File: src/rtl/pgdram_pkg.sv
package pgdram_pkg;
  typedef enum logic [1:0] {
    ST_IDLE = 2'd0,
    ST_PRE  = 2'd1,
    ST_RAS  = 2'd2,
    ST_CAS  = 2'd3
  } seq_st_e;
endpackage

File: src/rtl/pgdram_timer.sv
// Loadable down-counter: a phase of D cycles loads D and lasts until expiry.
module pgdram_timer #(
  parameter int CNT_W = 3
) (
  input  logic             clk,
  input  logic             rst,
  input  logic             load,
  input  logic [CNT_W-1:0] dur,
  output logic             expired
);
  logic [CNT_W-1:0] cnt_q;

  always_ff @(posedge clk) begin
    if (rst)              cnt_q <= '0;
    else if (load)        cnt_q <= dur - CNT_W'(1);
    else if (cnt_q != '0) cnt_q <= cnt_q - CNT_W'(1);
  end

  assign expired = (cnt_q == '0);
endmodule

File: src/rtl/pgdram_row_track.sv
// Remembers which row is held open and compares an incoming row against it.
module pgdram_row_track #(
  parameter int ROW_W = 8
) (
  input  logic             clk,
  input  logic             rst,
  input  logic             capture,
  input  logic [ROW_W-1:0] new_row,
  output logic             row_open,
  output logic             row_hit
);
  logic [ROW_W-1:0] row_q;
  logic             open_q;

  always_ff @(posedge clk) begin
    if (rst) begin
      row_q  <= '0;
      open_q <= 1'b0;
    end else if (capture) begin
      row_q  <= new_row;
      open_q <= 1'b1;
    end
  end

  assign row_open = open_q;
  assign row_hit  = open_q && (row_q == new_row);
endmodule

File: src/rtl/pgdram_addr_split.sv
// Splits a flat address into row and column words padded to the bus width.
module pgdram_addr_split #(
  parameter int ROW_W = 8,
  parameter int COL_W = 8,
  localparam int ADDR_W = ROW_W + COL_W,
  localparam int BUS_W  = (ROW_W > COL_W) ? ROW_W : COL_W
) (
  input  logic [ADDR_W-1:0] addr,
  output logic [BUS_W-1:0]  row_bus,
  output logic [BUS_W-1:0]  col_bus
);
  generate
    if (ROW_W == BUS_W) begin : g_row_full
      assign row_bus = addr[ADDR_W-1:COL_W];
    end else begin : g_row_pad
      assign row_bus = {{(BUS_W-ROW_W){1'b0}}, addr[ADDR_W-1:COL_W]};
    end
    if (COL_W == BUS_W) begin : g_col_full
      assign col_bus = addr[COL_W-1:0];
    end else begin : g_col_pad
      assign col_bus = {{(BUS_W-COL_W){1'b0}}, addr[COL_W-1:0]};
    end
  endgenerate
endmodule

File: src/rtl/pgdram_seq.sv
// Phase sequencer: idle, precharge, row open, column access.
module pgdram_seq
  import pgdram_pkg::*;
#(
  parameter int T_RP  = 2,
  parameter int T_RCD = 2,
  parameter int T_CAS = 2,
  parameter int CNT_W = 3
) (
  input  logic             clk,
  input  logic             rst,
  input  logic             req_valid,
  input  logic             row_open,
  input  logic             row_hit,
  input  logic             tmr_exp,
  output seq_st_e          nxt_st,
  output logic             accept,
  output logic             finish,
  output logic             tmr_load,
  output logic [CNT_W-1:0] tmr_dur
);
  seq_st_e st_q;

  always_comb begin
    nxt_st   = st_q;
    accept   = 1'b0;
    finish   = 1'b0;
    tmr_load = 1'b0;
    tmr_dur  = CNT_W'(T_CAS);
    case (st_q)
      ST_IDLE: if (req_valid) begin
        accept   = 1'b1;
        tmr_load = 1'b1;
        if (row_hit) begin
          nxt_st  = ST_CAS;
          tmr_dur = CNT_W'(T_CAS);
        end else if (row_open) begin
          nxt_st  = ST_PRE;
          tmr_dur = CNT_W'(T_RP);
        end else begin
          nxt_st  = ST_RAS;
          tmr_dur = CNT_W'(T_RCD);
        end
      end
      ST_PRE: if (tmr_exp) begin
        nxt_st   = ST_RAS;
        tmr_load = 1'b1;
        tmr_dur  = CNT_W'(T_RCD);
      end
      ST_RAS: if (tmr_exp) begin
        nxt_st   = ST_CAS;
        tmr_load = 1'b1;
        tmr_dur  = CNT_W'(T_CAS);
      end
      ST_CAS: if (tmr_exp) begin
        nxt_st = ST_IDLE;
        finish = 1'b1;
      end
      default: nxt_st = ST_IDLE;
    endcase
  end

  always_ff @(posedge clk) begin
    if (rst) st_q <= ST_IDLE;
    else     st_q <= nxt_st;
  end
endmodule

File: src/rtl/pgdram_ctrl.sv
module pgdram_ctrl
  import pgdram_pkg::*;
#(
  parameter int ROW_W  = 8,
  parameter int COL_W  = 8,
  parameter int DATA_W = 8,
  parameter int T_RP   = 2,
  parameter int T_RCD  = 2,
  parameter int T_CAS  = 2,
  localparam int ADDR_W = ROW_W + COL_W,
  localparam int BUS_W  = (ROW_W > COL_W) ? ROW_W : COL_W
) (
  input  logic              clk,
  input  logic              rst,
  input  logic              req_valid,
  input  logic              req_write,
  input  logic [ADDR_W-1:0] req_addr,
  input  logic [DATA_W-1:0] req_wdata,
  output logic              req_ready,
  output logic [DATA_W-1:0] req_rdata,
  output logic [BUS_W-1:0]  mem_addr,
  output logic              mem_ras_n,
  output logic              mem_cas_n,
  output logic              mem_we_n,
  output logic [DATA_W-1:0] mem_wdata,
  output logic              mem_wdata_oe,
  input  logic [DATA_W-1:0] mem_rdata
);
  localparam int T_MAX0 = (T_RP > T_RCD) ? T_RP : T_RCD;
  localparam int T_MAX  = (T_MAX0 > T_CAS) ? T_MAX0 : T_CAS;
  localparam int CNT_W  = $clog2(T_MAX + 1);

  logic [ADDR_W-1:0] addr_q, addr_cur;
  logic              wr_q, wr_cur;
  logic [DATA_W-1:0] wdata_q, wdata_cur;
  logic [BUS_W-1:0]  row_bus, col_bus;
  logic              accept, finish, tmr_load, tmr_exp, row_open, row_hit;
  logic [CNT_W-1:0]  tmr_dur;
  seq_st_e           nxt_st;

  // On the accepting edge the outputs already need the new request.
  assign addr_cur  = accept ? req_addr  : addr_q;
  assign wr_cur    = accept ? req_write : wr_q;
  assign wdata_cur = accept ? req_wdata : wdata_q;

  pgdram_addr_split #(.ROW_W(ROW_W), .COL_W(COL_W)) u_split (
    .addr    (addr_cur),
    .row_bus (row_bus),
    .col_bus (col_bus)
  );

  pgdram_row_track #(.ROW_W(ROW_W)) u_rows (
    .clk      (clk),
    .rst      (rst),
    .capture  (accept),
    .new_row  (req_addr[ADDR_W-1:COL_W]),
    .row_open (row_open),
    .row_hit  (row_hit)
  );

  pgdram_timer #(.CNT_W(CNT_W)) u_tmr (
    .clk     (clk),
    .rst     (rst),
    .load    (tmr_load),
    .dur     (tmr_dur),
    .expired (tmr_exp)
  );

  pgdram_seq #(.T_RP(T_RP), .T_RCD(T_RCD), .T_CAS(T_CAS), .CNT_W(CNT_W)) u_seq (
    .clk       (clk),
    .rst       (rst),
    .req_valid (req_valid),
    .row_open  (row_open),
    .row_hit   (row_hit),
    .tmr_exp   (tmr_exp),
    .nxt_st    (nxt_st),
    .accept    (accept),
    .finish    (finish),
    .tmr_load  (tmr_load),
    .tmr_dur   (tmr_dur)
  );

  // All DRAM-side outputs are registered, decoded from the next phase.
  always_ff @(posedge clk) begin
    if (rst) begin
      addr_q       <= '0;
      wr_q         <= 1'b0;
      wdata_q      <= '0;
      mem_addr     <= '0;
      mem_ras_n    <= 1'b1;
      mem_cas_n    <= 1'b1;
      mem_we_n     <= 1'b1;
      mem_wdata    <= '0;
      mem_wdata_oe <= 1'b0;
      req_ready    <= 1'b0;
      req_rdata    <= '0;
    end else begin
      if (accept) begin
        addr_q  <= req_addr;
        wr_q    <= req_write;
        wdata_q <= req_wdata;
      end
      mem_ras_n    <= (nxt_st == ST_PRE) || ((nxt_st == ST_IDLE) && !row_open);
      mem_cas_n    <= (nxt_st != ST_CAS);
      mem_we_n     <= !((nxt_st == ST_CAS) && wr_cur);
      mem_wdata_oe <= (nxt_st == ST_CAS) && wr_cur;
      mem_wdata    <= wdata_cur;
      mem_addr     <= (nxt_st == ST_CAS) ? col_bus : row_bus;
      req_ready    <= finish;
      if (finish && !wr_q) req_rdata <= mem_rdata;
    end
  end
endmodule

File: config.mk
export PLATFORM = sky130hd
export DESIGN_NAME = pgdram_ctrl
export DESIGN_NICKNAME = d
export VERILOG_FILES = /design/src/rtl/pgdram_pkg.sv /design/src/rtl/pgdram_timer.sv /design/src/rtl/pgdram_row_track.sv /design/src/rtl/pgdram_addr_split.sv /design/src/rtl/pgdram_seq.sv /design/src/rtl/pgdram_ctrl.sv
export SDC_FILE = /design/constraint.sdc
export NUM_CORES = 1
export LEC_CHECK = 0
export BUFFER_PORTS_ARGS = -buffer_cell sky130_fd_sc_hd__buf_2
export CAP_MARGIN = 15
export CORE_AREA = 4 4 70 72
export CTS_CLUSTER_SIZE = 16
export DETAILED_ROUTE_END_ITERATION = 7
export DIE_AREA = 0 0 74 76
export GPL_TIMING_DRIVEN = 0
export PLACE_DENSITY = 0.85
export SLEW_MARGIN = 20
export SYNTH_ARGS = -nofsm -noshare
export SYNTH_HDL_FRONTEND = slang
export SYNTH_SLANG_ARGS = --single-unit
export TNS_END_PERCENT = 100
File: constraint.sdc
create_clock -name clk -period 3.4 [get_ports clk]
set_clock_uncertainty 0.2 [all_clocks]
set_input_delay 0.51 -clock clk [delete_from_list [all_inputs] [get_ports clk]]
set_output_delay 0.51 -clock clk [all_outputs]
set_load 0.005 [all_outputs]
After elaboration in Yosys (flattened, before gate mapping)
Cells that the tools add are included.
{ "word_totals": {"reg_bits": 59, "inputBits": 36, "out_inout_bits": 29, "wordCells": 55} }
{ "op_classes": {"add_sub_neg": 1, "eq_ne": 7, "muxes": 17, "reduce_logical": 15} }
{ "op_table": {"columns": ["operator", "count"], "rows": [
  ["16-bit two-way mux", 1],
  ["2-bit two-way mux", 6],
  ["8-bit == test", 1],
  ["8-bit two-way mux", 1],
  ["2-bit case mux with 4 select lines", 1],
  ["1-bit two-way mux", 7],
  ["2-bit == test, second input constant", 3],
  ["2-bit logical NOT", 3],
  ["2-bit by 1-bit == test with 1-bit output, second input constant", 2],
  ["1-bit logical AND", 4],
  ["2-bit nonzero test", 2],
  ["2-bit OR reduction", 2],
  ["1-bit logical NOT", 3],
  ["2-bit != test, second input constant", 1],
  ["1-bit case mux with 2 select lines", 1],
  ["2-bit by 1-bit subtractor with 2-bit output, second input constant", 1],
  ["1-bit logical OR", 1]
]} }

Logic depth before layout (Yosys ltp)
{ "depth": {"depth_word": 8, "depth_mapped": 9, "ltp_nobuf": 7} }

Modules after synthesis
Synthesis repeated with hierarchy kept, for this count alone.
{ "hier_totals": {"cells_unflattened": 262, "area_unflattened_um2": 2701.3} }
{ "by_module_without_submodules": {"columns": ["module", "n_inst", "cells_per_inst", "area_per_inst_um2", "seq_area_each_um2"], "rows": [
  ["pgdram_ctrl", 1, 164, 1828.0, 920.9],
  ["pgdram_row_track", 1, 41, 407.9, 180.2],
  ["pgdram_seq", 1, 31, 252.7, 40.0],
  ["pgdram_addr_split", 1, 16, 120.1, 0.0],
  ["pgdram_timer", 1, 10, 92.6, 40.0]
]} }

Least setup slack after synthesis
No wires, ideal clock.
{ "synth_path": {"kind": "register -> register", "startpoint": "register u_seq.st_q[0]", "endpoint": "register mem_wdata_oe", "setup_ns": 0.115, "t_arrival_ns": 1.910, "t_required_ns": 3.085, "setup_slack_ns": 1.175, "stages_incl_launch_ff": 9, "n_path_buf": 1, "period_less_slack_ns": 2.225, "path_cell_list": "dfxtp_1 -> inv_1 -> ha_1 -> or4_1 -> o31ai_1 -> nor2_1 -> and3_1 -> buf_4 -> and2_1"} }
{ "synth_between": {"elab_chain_cells": 4, "elab_cells_between_ends": 13, "classes_between": "eq/ne: 4; mux: 7; reduce/logical: 2"} }
{ "synth_rtl": {"columns": ["item", "line", "rtl"], "rows": [
  ["start: declaration", "pgdram_seq.sv:22", "seq_st_e st_q;"],
  ["start signal: assignment", "pgdram_seq.sv:65", "else st_q <= nxt_st;"],
  ["2-bit == test, or another cell as far along", "pgdram_seq.sv:30", "case (st_q)"],
  ["2-bit case mux with 4 select lines or 1-bit two-way mux (tied branches)", "pgdram_seq.sv:30", null],
  ["2-bit == test or 1-bit two-way mux (tied branches)", null, null],
  ["1-bit logical AND (*)", "pgdram_ctrl.sv:106", "mem_wdata_oe <= (nxt_st == ST_CAS) && wr_cur;"],
  ["end signal: assignment", "pgdram_ctrl.sv:106", null],
  ["end: declaration", "pgdram_ctrl.sv:26", "output logic mem_wdata_oe,"]
]} }
Every way passes the cells marked *; elsewhere a longest branch is shown, timed or not.
A chain may end at the register's enable or synchronous reset.

Final worst setup path
Ends and elaborated chain as after synthesis.

==> flow_summary_export.csv <==
group,metric,value,unit
status,status,"complete, no violations",
synth,syn_nets,295,
critical_path,worstSetupStartpointType,"flip-flop",
detailed_routing,routed_wl,5138,um
hold_path,worstHoldPathCells,3,
power,ir_drop,535.0,uV
clock_network,ctsRootBufferMaster,"clkbuf_8",
power,power_leakage,1.338,nW
placement,placed_cells,368,
layout,fillers,363,
clock_network,h-tree-depth,3,
clock_network,ctsHoldBuffers,0,
die,die_h,76,um
clock_network,cts_tree,"yes",
critical_path,r2r_start,"u_seq.st_q[0]",
synth,ys_warn_count,0,
synth,yosysUniqueCellTypes,32,
sta,slew_viol_final,0,
critical_path,crit_family,"simple AND/OR/NAND/NOR gates",
clock_network,cts_num_sinks,59,
detailed_routing,firstDrtPassIters,4,
detailed_routing,wl_per_cell,13.38,um
layout,fin_nets,370,
sta,setup_viol,0,
layout,multiInputGateArea,1015,um^2
placement,place_area,2670,um^2
layout,drive_above_1_share,0.2620,
synth,synth_seq_cells,59,
critical_path,crit_start,"u_seq.st_q[0]",
hold_path,hold_start,"mem_rdata[7]",
die,dieArea,5624,um^2
hold_path,worstHoldPathType,"in2reg",
placement,routabilityCongestion,0.8195,
critical_path,slowest_stage,"or4_1",
synth,yosysSeqAreaShare,0.5170,
die,die_x,74,um
sta,max_freq,409.1,MHz
critical_path,cp-end-kind,"flip-flop",
layout,regArea,1181,um^2
power,finalPower,2.261,mW
clock_network,clock_path_buffers,2,
critical_path,max_stage_delay,0.48,ns
sta,period_share,0.7190,
sta,slew_headroom,0.5513,
sta,fin_crit,2.445,ns
layout,postLayoutCellArea,2898,um^2
synth,synth_area,2285,um^2
clock_network,post_cts_buffers,0,
clock_network,cts_resized,0,
sta,hold_viol,0,
clock_network,cts.clk_slew.worst_paths,0.07,ns
synth,synth_area_per_cell,9.066,um^2
grt,antenna_found_initial,0,
critical_path,worst-path-max-fanout,10,
detailed_routing,remaining_drc_errors,0,
layout,fin_cells,384,
die,start_util,0.5321,
detailed_routing,vias,1960,
sta,worst_pin_slew,0.6669,ns
placement,portBuffers,64,
layout,diodes,0,
grt,grt_pass1_vias,1871,
critical_path,cp.depth,8,
flow_run,cap_violations,0,
critical_path,critPathBufInv,2,
grt,overflow,0,
sta,tns,0,ns
clock_network,cts_buffers,9,
critical_path,worstPathRequired,3.43,ns
layout,syn_to_final_growth,26.83,%
grt,track_usage,0.1868,
placement,dp_hpwl,3688,um
critical_path,cp.arrival,2.48,ns
synth,synthCells,252,
die,num_rows,24,
detailed_routing,vias_per_cell,5.104,
critical_path,path_class,"reg2reg",
grt,grt_max_degree,11,
power,p_per_area,780.2,nW/um^2
clock_network,clk_latency,0.34,ns
critical_path,crit_chain,"inv_1 -> ha_1 -> or4_1 -> o31ai_1 -> nor2_1 -> and3_1 -> buf_4 -> and2_1",
sta,rsz0062_at_grt,"false",
grt,grt_pass1_wl,8155,um
critical_path,r2r_slack,0.96,ns
detailed_routing,drtAntennaViolNets,0,
die,ios,65,
detailed_routing,first_iter_violations,78,
die,floorplan.core_area,4294,um^2
critical_path,worst_r2r_path_depth,8,
==> layer usage <==
layer | GRT usage | vias to the layer above | share of wire
met3 | 0.06201 | 13 | 0.063
li1 | - | 995 | -
met5 | 0 | - | 0
met4 | 0.08514 | 0 | 0.021
met1 | 0.2126 | 895 | 0.42
met2 | 0.3094 | 57 | 0.50
==> registers in the layout (all words and copies together), names as in the netlist <==
| register | flops |
|---|---|
| addr_q | 16 |
| mem_addr | 8 |
| mem_cas_n | 1 |
| mem_ras_n | 1 |
| mem_wdata_oe | 1 |
| mem_we_n | 1 |
| req_rdata | 8 |
| req_ready | 1 |
| u_rows.row_open | 1 |
| u_rows.row_q | 8 |
| u_seq.st_q | 2 |
| u_tmr.cnt_q | 2 |
| wdata_q | 8 |
| wr_q | 1 |
==> worst paths after layout <==
path                                     end
worst min-delay path            req_rdata[7]
worst max register to register  mem_wdata_oe
worst min register to register    wdata_q[5]
worst max-delay path            mem_wdata_oe
==> worst register-to-register path: cells and delay by family (launching register included) <==
family                     cells  cell delay [ns]
and+or+nand+nor                4             0.95
AOI/OAI and AO/OA              1             0.17
buffers and inverters          2             0.29
adders and majority gates      1             0.27
DFF                            1             0.46
==> cell usage after synthesis <==
cell type | count | area (um^2)
dfxtp_1 | 59 | 1181
xnor2_1 | 8 | 70.07
nand2_1 | 50 | 187.7
nor2b_1 | 1 | 6.260
nand4_1 | 2 | 12.51
buf_2 | 2 | 10.01
buf_6 | 1 | 11.26
and3_1 | 1 | 6.260
a21oi_1 | 45 | 225.2
a2111oi_4 | 1 | 27.53
nand2_2 | 1 | 6.260
ha_1 | 7 | 87.58
or2_1 | 1 | 6.260
or3_1 | 1 | 6.260
nor3_1 | 1 | 5.000
inv_1 | 6 | 22.52
o311ai_0 | 1 | 8.760
o2111ai_1 | 1 | 8.760
o21ai_0 | 3 | 15.01
nand3_1 | 1 | 5.000
buf_4 | 1 | 7.510
and2_1 | 2 | 12.51
o21ba_4 | 1 | 16.27
mux2i_1 | 16 | 160.2
o221ai_2 | 1 | 15.01
clkbuf_1 | 10 | 37.54
mux2_1 | 1 | 11.26
nor4_1 | 1 | 6.260
o31ai_1 | 1 | 7.510
or4_1 | 1 | 7.510
a21o_1 | 1 | 7.510
nor2_1 | 23 | 86.33
==> final cells by class <==
type                       count  share of cell area
inverter                       6            0.007772
buffer                        14             0.02288
tap                           52             0.02245
multi-input combinational    173              0.3502
clock buffer                  12             0.05354
timing repair buffer          64              0.1105
clock inverter                 4             0.02504
sequential                    59              0.4076
==> kinds of logic after synthesis <==
group | count (synthesis) | synth area share
DFF | 59 | 0.5170
adders and majority gates | 7 | 0.03833
AOI/OAI and AO/OA | 55 | 0.1451
and+or+nand+nor | 86 | 0.1550
xor gates and xnor gates | 8 | 0.03067
muxes | 17 | 0.07503
buffers and inverters | 20 | 0.03888
==> report_power, final <==
group          internal (mW)  switching, mW
Sequential             0.821         0.0588
Clock                  0.452          0.273
Combinational          0.275          0.381
==> per-stage QoR <==
stage	utilization	hold WS (ns)	worst slack (ns)
finish	0.6748	0.2059	0.9554
floorplan	-	0.2400	1.175
global placement	0.6218	0.2394	1.026
detailed placement	0.6218	0.2436	0.9792
global route	0.6748	0.2121	0.6984
CTS	0.6748	0.2044	0.9730
==> cells in the final DEF, fill, tap and decap left out, drive strengths merged, types with 2 or more instances in the layout <==
| cell type | Yosys | routed |
|---|---|---|
| nand4 | 2 | 2 |
| nor2 | 23 | 23 |
| o21ai | 3 | 3 |
| buf | 4 | 68 |
| bufinv | 0 | 2 |
| dfxtp | 59 | 59 |
| a21oi | 45 | 45 |
| inv | 6 | 6 |
| mux2i | 16 | 16 |
| xnor2 | 8 | 8 |
| ha | 7 | 7 |
| nand2 | 51 | 51 |
| clkbuf | 10 | 22 |
| and2 | 2 | 2 |
(Power assumes the default switching activity.)
